## src/rtl/drdy_latch.sv

```systemverilog
module drdy_latch #(
  parameter int W = 24
) (
  input  logic         clk,
  input  logic         rst_n,
  input  logic [1:0]   mode,
  input  logic         drive_hi,
  input  logic         ch0_done,
  input  logic [W-1:0] ch0_data,
  input  logic         ch1_done,
  input  logic [W-1:0] ch1_data,
  input  logic         rd_start,
  input  logic         rd_done,
  output logic         drdy_oe,
  output logic         drdy_val,
  output logic [W-1:0] rd_word0,
  output logic [W-1:0] rd_word1
);
  logic [W-1:0] cap0, cap1, av0, av1, hold0, hold1;
  logic [W-1:0] lat0, lat1;
  logic         got0, got1, busy, pulse, rel;

  assign lat0 = ch0_done ? ch0_data : cap0;
  assign lat1 = ch1_done ? ch1_data : cap1;

  always_comb begin
    case (mode)
      2'b00:   rel = (got0 | ch0_done) & (got1 | ch1_done);
      2'b01:   rel = ch0_done;
      2'b10:   rel = ch1_done;
      default: rel = ch0_done | ch1_done;
    endcase
  end

  always_ff @(posedge clk or negedge rst_n) begin
    if (!rst_n) begin
      cap0 <= '0; cap1 <= '0;
      av0 <= '0; av1 <= '0;
      got0 <= 1'b0; got1 <= 1'b0;
      pulse <= 1'b0;
    end else begin
      cap0 <= lat0;
      cap1 <= lat1;
      got0 <= rel ? 1'b0 : (got0 | ch0_done);
      got1 <= rel ? 1'b0 : (got1 | ch1_done);
      pulse <= rel;
      if (rel) begin
        av0 <= lat0;
        av1 <= lat1;
      end
    end
  end

  always_ff @(posedge clk or negedge rst_n) begin
    if (!rst_n) begin
      busy <= 1'b0;
      hold0 <= '0; hold1 <= '0;
    end else if (busy) begin
      if (rd_done) busy <= 1'b0;
    end else if (rd_start) begin
      busy <= 1'b1;
      hold0 <= av0;
      hold1 <= av1;
    end
  end

  assign rd_word0 = busy ? hold0 : av0;
  assign rd_word1 = busy ? hold1 : av1;
  assign drdy_oe  = pulse | drive_hi;
  assign drdy_val = ~pulse;
endmodule

```

## config.mk

```make
export PLATFORM = sky130hd
export DESIGN_NAME = drdy_latch
export DESIGN_NICKNAME = d
export VERILOG_FILES = /design/src/rtl/drdy_latch.sv
export SDC_FILE = /design/constraint.sdc
export NUM_CORES = 1
export LEC_CHECK = 0
export ABC_AREA = 1
export CORE_MARGIN = 4
export CORE_UTILIZATION = 58
export CTS_CLUSTER_SIZE = 20
export DETAILED_ROUTE_END_ITERATION = 7
export DONT_BUFFER_PORTS = 1
export GPL_TIMING_DRIVEN = 0
export HOLD_SLACK_MARGIN = 0.06
export PLACE_DENSITY = 0.74
export SLEW_MARGIN = 10
export SYNTH_ARGS = -nofsm -noshare
export SYNTH_HDL_FRONTEND = slang
export SYNTH_SLANG_ARGS = --single-unit
```

## constraint.sdc

```tcl
create_clock -name clk -period 1.7 [get_ports clk]
set_clock_uncertainty 0.1 [all_clocks]
set_input_delay 0.085 -clock clk [delete_from_list [all_inputs] [get_ports clk]]
set_output_delay 0.085 -clock clk [all_outputs]
set_load 0.005 [all_outputs]
```

# --- Yosys cells after proc, flatten, opt, wreduce, memory -nomap -nowiden ---
# Index checks and enable logic that the tools add are counted.
word_totals:
  reg_bits: 148
  input_bits: 57
  out_inout_bits: 50
classes:
  n_eq_ne: 2
  n_mux: 10
  bitwise: 7
  n_reduce_logical: 2
ops:
  columns: ["op", "count"]
  rows:
  - ["24-bit two-way mux", 4]
  - ["1-bit two-way mux", 5]
  - ["1-bit bitwise OR", 4]
  - ["1-bit case mux with 3 select lines", 1]
  - ["2-bit by 1-bit equality test with 1-bit output, second input constant", 1]
  - ["2-bit equality test, second input constant", 1]
  - ["2-bit logical NOT", 1]
  - ["1-bit NOT", 2]
  - ["2-bit AND reduction", 1]
  - ["1-bit bitwise AND", 1]

# --- Depth between registers and ports, before layout ---
depth:
  ltp_word: 4
  depth_mapped: 9
  ltp_nobuf: 6

# --- Worst setup path after synthesis ---
# Ideal clock, no wire load.
synth_timing:
  path_type: "register to register"
  startpoint: "reg busy"
  endpoint: "reg hold0[0]"
  setup_time_ns: 0.131
  arrival_ns: 1.073
  path_slack_ns: 0.396
  path_stages_with_launch: 8
  path_buffers: 3
  period_less_slack_ns: 1.304
  path_cell_list: "dfrtp_1 buf_2 inv_1 nand2_1 buf_4 buf_4 nand2_1 o21ai_0"
synth_between:
  elab_chain_len: 2
synth_lines:
  columns: ["element", "line_no", "source"]
  rows:
  - ["from (decl)", "21", "logic got0, got1, busy, pulse, rel;"]
  - ["from (signal assigned)", "56", "busy <= 1'b0;"]
  - ["from (signal assigned)", "59", "if (rd_done) busy <= 1'b0;"]
  - ["from (signal assigned)", "61", "busy <= 1'b1;"]
  - ["1-bit NOT (no line)", null, null]
  - ["2-bit AND reduction (no line)", null, null]
  - ["to (signal assigned)", "62", "hold0 <= av0;"]
  - ["to (decl)", "19", "logic [W-1:0] cap0, cap1, av0, av1, hold0, hold1;"]
# Every way passes these cells.
# A chain may end at the register's enable or synchronous reset.

# --- Worst setup path after layout ---
layout_timing:
  startpoint: "in ch0_data[2]"
  endpoint: "reg av0[2]"
layout_between:
  elab_chain_len: 1
layout_lines:
  columns: ["element", "line_no", "source"]
  rows:
  - ["from (decl)", "9", "input logic [W-1:0] ch0_data,"]
  - ["24-bit two-way mux", "23", "assign lat0 = ch0_done ? ch0_data : cap0;"]
  - ["via lat0[2]", "20", "logic [W-1:0] lat0, lat1;"]
  - ["to (signal assigned)", "48", "av0 <= lat0;"]
  - ["to (decl)", "19", null]
# The timed path passes the listed nets, and every way through them passes these cells.

==> tab_implementation.tex <==
\begin{tabular}{lr}
\hline
Metric & Value \\
\hline
\multicolumn{2}{l}{\textbf{STA}} \\
\quad Fin crit share & 101.1\% \\
\quad Endpoints failing hold & 148 \\
\quad Post-Route Setup TNS & -0.04298 ns \\
\quad Final critical path time including I/O delays and setup & 1.718 ns \\
\quad Slew Limit Fails & 0 \\
\quad Setup repair after global routing missed its margin & true \\
\quad F\_max & 582.1 MHz \\
\quad Worst slew margin relative to its limit & 59.97\% \\
\quad Worst path setup slack after routing & -0.01790 ns \\
\quad Setup violators final & 6 \\
\quad Slew @ Worst Pin & 0.6005 ns \\
\quad Worst hold slack & -0.8495 ns \\
\multicolumn{2}{l}{\textbf{CTS}} \\
\quad Maximum root-to-sink buffer count & 2 \\
\quad Number of H-tree branching levels & 4 \\
\quad Clock tree from TritonCTS & done \\
\quad Root buffer cell & sky130\_fd\_sc\_hd\_\_clkbuf\_8 \\
\quad Cts hold-fix bufs & 103 \\
\quad Clock Pin Slew Worst Setup and Hold Paths & 0.06 ns \\
\quad Cts bufs inserted & 17 \\
\quad CTS Sinks & 148 \\
\quad Source-to-sink clock delay at the later pin of the worst-skew pair & 0.53 ns \\
\multicolumn{2}{l}{\textbf{Power}} \\
\quad Internal power & 7.123 mW \\
\quad Overall Power & 10.14 mW \\
\quad Leak pwr & 4.192 nW \\
\quad Net switching power & 3.014 mW \\
\quad Sequential power share & 43.8\% \\
\quad Relative contribution of the clock network to total power & 36.5\% \\
\quad PwrDens & 1216 nW/um2 \\
\quad Combinational group share of total power & 19.7\% \\
\quad Highest ir drop seen on vdd & 0.0008111 V \\
\quad Share of total power consumed by net switching & 29.73\% \\
\multicolumn{2}{l}{\textbf{Detailed routing}} \\
\quad Detailed-route DRC error count & 0 \\
\quad Detailed Routing Iterations Pass 1 & 5 \\
\quad Final routed wirelength across all metal layers & 18150 um \\
\quad Final routed wire length divided by cell count & 17.92 um \\
\quad Detailed-route via count & 5635 \\
\quad Number of DRC violations after detailed-routing iteration 0 & 460 \\
\quad Number of vias per cell after detailed routing & 5.563 \\
\quad Routed Antenna Nets & 0 \\
\multicolumn{2}{l}{\textbf{Layout}} \\
\quad Core utilization of the finished layout & 80.39\% \\
\quad Relative area change from synthesis to final layout & 34.33\% \\
\quad Share of final-layout standard cells stronger than drive strength 1 & 16.32\% \\
\quad \# nets final & 920 \\
\multicolumn{2}{l}{\textbf{Floorplanning}} \\
\quad Die ar. & 12420 um2 \\
\quad Vertical extent of the die & 111.4 um \\
\quad Number of I/O pins & 107 \\
\quad Core footprint & 10370 um2 \\
\quad Width of the chip & 111.4 um \\
\quad Floorplan row count & 37 \\
\quad Starting Density & 59.85\% \\
\multicolumn{2}{l}{\textbf{Run status}} \\
\quad Outcome & finished with violations \\
\quad Failing checks & negative hold slack, negative setup slack \\
\multicolumn{2}{l}{\textbf{Critical path}} \\
\quad Largest fanout on the critical path & 2 \\
\quad CP max-delay cell & sky130\_fd\_sc\_hd\_\_dlygate4sd3\_1 \\
\quad CP dominant cell by count & sky130\_fd\_sc\_hd\_\_nand2\_1 \\
\quad Endpoint arrival time on the critical path & 2.04 ns \\
\quad Worst path max stage delay & 0.59 ns \\
\quad Path type of the worst setup path & in -> reg \\
\quad Crit. End Element & flop \\
\quad Crit start category & input pin \\
\quad Data required time at the worst endpoint & 2.02 ns \\
\quad Reg2reg setup slack & 0.17 ns \\
\quad Cell chain of the critical path & dlygate4sd3\_1, nand2\_1, dlygate4sd3\_1, nand2\_1, dlygate4sd3\_1, nand2\_1, nand2\_1 \\
\multicolumn{2}{l}{\textbf{Logic synthesis}} \\
\quad Number of synthesis warnings & 0 \\
\quad Total nets after synthesis & 801 \\
\quad Cell count after synthesis & 744 \\
\quad Cell types occupying the most area after synthesis & sky130\_fd\_sc\_hd\_\_dfrtp\_1 (60\%), sky130\_fd\_sc\_hd\_\_nand2\_1 (21\%), sky130\_fd\_sc\_hd\_\_o21ai\_0 (7.4\%), sky130\_fd\_sc\_hd\_\_nand3\_1 (4.0\%), sky130\_fd\_sc\_hd\_\_inv\_1 (3.3\%) \\
\quad Number of library cell types mapped by synthesis & 16 \\
\quad Cell type with the largest total area after synthesis & sky130\_fd\_sc\_hd\_\_dfrtp\_1 \\
\quad Total of flip-flops plus latches after synthesis & 148 \\
\quad Sequential fraction of the synthesis area & 59.68\% \\
\quad Netlist area before placement & 6206 um2 \\
\quad Synthesized area per cell & 8.341 um2 \\
\quad Top-area cell type share of the netlist area & 59.68\% \\
\multicolumn{2}{l}{\textbf{GRT}} \\
\quad Pin count of the biggest net entering global routing & 149 \\
\quad Initial antenna violation count & 1 \\
\quad Number of global-route vias before repair & 5770 \\
\quad Overflow after GRT & 0 \\
\quad All-Layer GR Usage & 29.15\% \\
\quad Wire length of the first global-routing pass & 28550 um \\
\multicolumn{2}{l}{\textbf{Placement}} \\
\quad Port Buffers & 0 \\
\quad Dpl hpwl & 9557 um \\
\quad Final Wtd Congestion & 0.7927 \\
\quad Worst slack, placed & 0.1012 ns \\
\multicolumn{2}{l}{\textbf{Worst hold path}} \\
\quad Min-delay worst type & in -> async \\
\multicolumn{2}{l}{\textbf{Run}} \\
\quad Max-capacitance violation count & 0 \\
\hline
\end{tabular}
## path summary, 6_finish.rpt
check | startpoint | to | cells past startpoint
max reg2reg | busy$_DFF_PN0_ | hold0[12]$_DFFE_PN0P_ | 7
min in group clk | drive_hi | drdy_oe | 1
min | rst_n | av1[11]$_DFFE_PN0P_ | 0
min reg2reg | cap1[19]$_DFF_PN0_ | cap1[19]$_DFF_PN0_ | 2
max | ch0_data[2] | av0[2]$_DFFE_PN0P_ | 7
max in group asynchronous | rst_n | cap1[3]$_DFF_PN0_ | 0
## sequential cells by signal (all words and copies together), names as in the netlist
name / cells
av0: 24
cap0: 24
got0: 1
hold0: 24
av1: 24
busy: 1
pulse: 1
hold1: 24
got1: 1
cap1: 24
## repair_timing
item                       in CTS  in global routing
setup endpoints to repair      48                 92
hold endpoints to repair      252                148
pin swaps                       0                  2
gates cloned                    0                  4
resized for setup              60                 92
setup buffers                   0                  0
## logic make-up (layout without fill, tap and decap cells)
family,after synthesis,in the layout,share of synthesized area (%)
and+or+nand+nor,396,396,25.22
DFF,148,148,59.68
buffers and inverters,103,235,7.278
AOI/OAI and AO/OA,97,97,7.822
other,0,1,0
## placed cells by master (no fill, tap or decap), types with 4 or more instances in the layout
master	instances
sky130_fd_sc_hd__inv_1	54
sky130_fd_sc_hd__buf_6	5
sky130_fd_sc_hd__dlygate4sd3_1	96
sky130_fd_sc_hd__o21ai_2	33
sky130_fd_sc_hd__buf_4	6
sky130_fd_sc_hd__dfrtp_1	148
sky130_fd_sc_hd__buf_2	18
sky130_fd_sc_hd__nand2_1	309
sky130_fd_sc_hd__nand2_4	4
sky130_fd_sc_hd__nand2_2	30
sky130_fd_sc_hd__clkbuf_16	20
sky130_fd_sc_hd__o21ai_1	18
sky130_fd_sc_hd__o21ai_0	46
sky130_fd_sc_hd__clkbuf_1	10
sky130_fd_sc_hd__clkbuf_8	4
sky130_fd_sc_hd__clkinvlp_4	4
sky130_fd_sc_hd__nand3_1	50
## synth_stat cells
library cell,instances
sky130_fd_sc_hd__o21ai_1,5
sky130_fd_sc_hd__or2_2,1
sky130_fd_sc_hd__nand3_2,1
sky130_fd_sc_hd__nand2_1,340
sky130_fd_sc_hd__inv_4,1
sky130_fd_sc_hd__clkbuf_1,18
sky130_fd_sc_hd__o21ai_0,92
sky130_fd_sc_hd__buf_6,2
sky130_fd_sc_hd__nand2_2,3
sky130_fd_sc_hd__nor2_1,1
sky130_fd_sc_hd__inv_2,2
sky130_fd_sc_hd__dfrtp_1,148
sky130_fd_sc_hd__nand3_1,50
sky130_fd_sc_hd__buf_2,20
sky130_fd_sc_hd__buf_4,6
sky130_fd_sc_hd__inv_1,54
## power by group through the flow
stage          Sequential, mW  Combinational, mW  Clock, mW
4_1_cts                  4.38               1.68       3.70
3_3_place_gp             4.40               1.31          0
5_1_grt                  4.50               2.21       3.88
6_report                 4.44               2.00       3.70
3_5_place_dp             4.43               1.36          0
2_1_floorplan            4.35               1.03          0
## critical path, delay by kind of cell
| kind | cells | cell delay, ns |
|---|---|---|
| and+or+nand+nor | 4 | 0.27 |
| buffers and inverters | 3 | 1.69 |
## cell type report
class | instances | area, um2
Antenna cell | 1 | 2.502
Buffer | 45 | 326.6
Clock buffer | 21 | 459.2
Clock inverter | 11 | 126.4
Fill cell | 597 | 2033
Inverter | 57 | 216.5
Multi-Input combinational cell | 493 | 2272
Sequential cell | 148 | 3704
Tap cell | 136 | 170.2
Timing Repair Buffer | 101 | 1060
## routing by layer
| layer | GRT usage (%) | vias to the layer above | part of all wire [%] |
|---|---|---|---|
| met5 | 0 | - | 0 |
| met4 | 12.90 | 0 | 3.4 |
| met3 | 7.935 | 55 | 7.3 |
| met2 | 49.30 | 244 | 51 |
| met1 | 35.16 | 2776 | 38 |
| li1 | - | 2560 | - |
## stage by stage
step / std cells / area [um2] / hold WS [ns]
floorplan: 744 / 6206 / -0.3106
global placement: 880 / 6376 / -0.3058
detailed placement: 880 / 6376 / -0.3063
CTS: 1015 / 8058 / -0.8587
global route: 1013 / 8337 / -0.8746
finish: 1013 / 8337 / -0.8495
(Power assumes the default switching activity.)
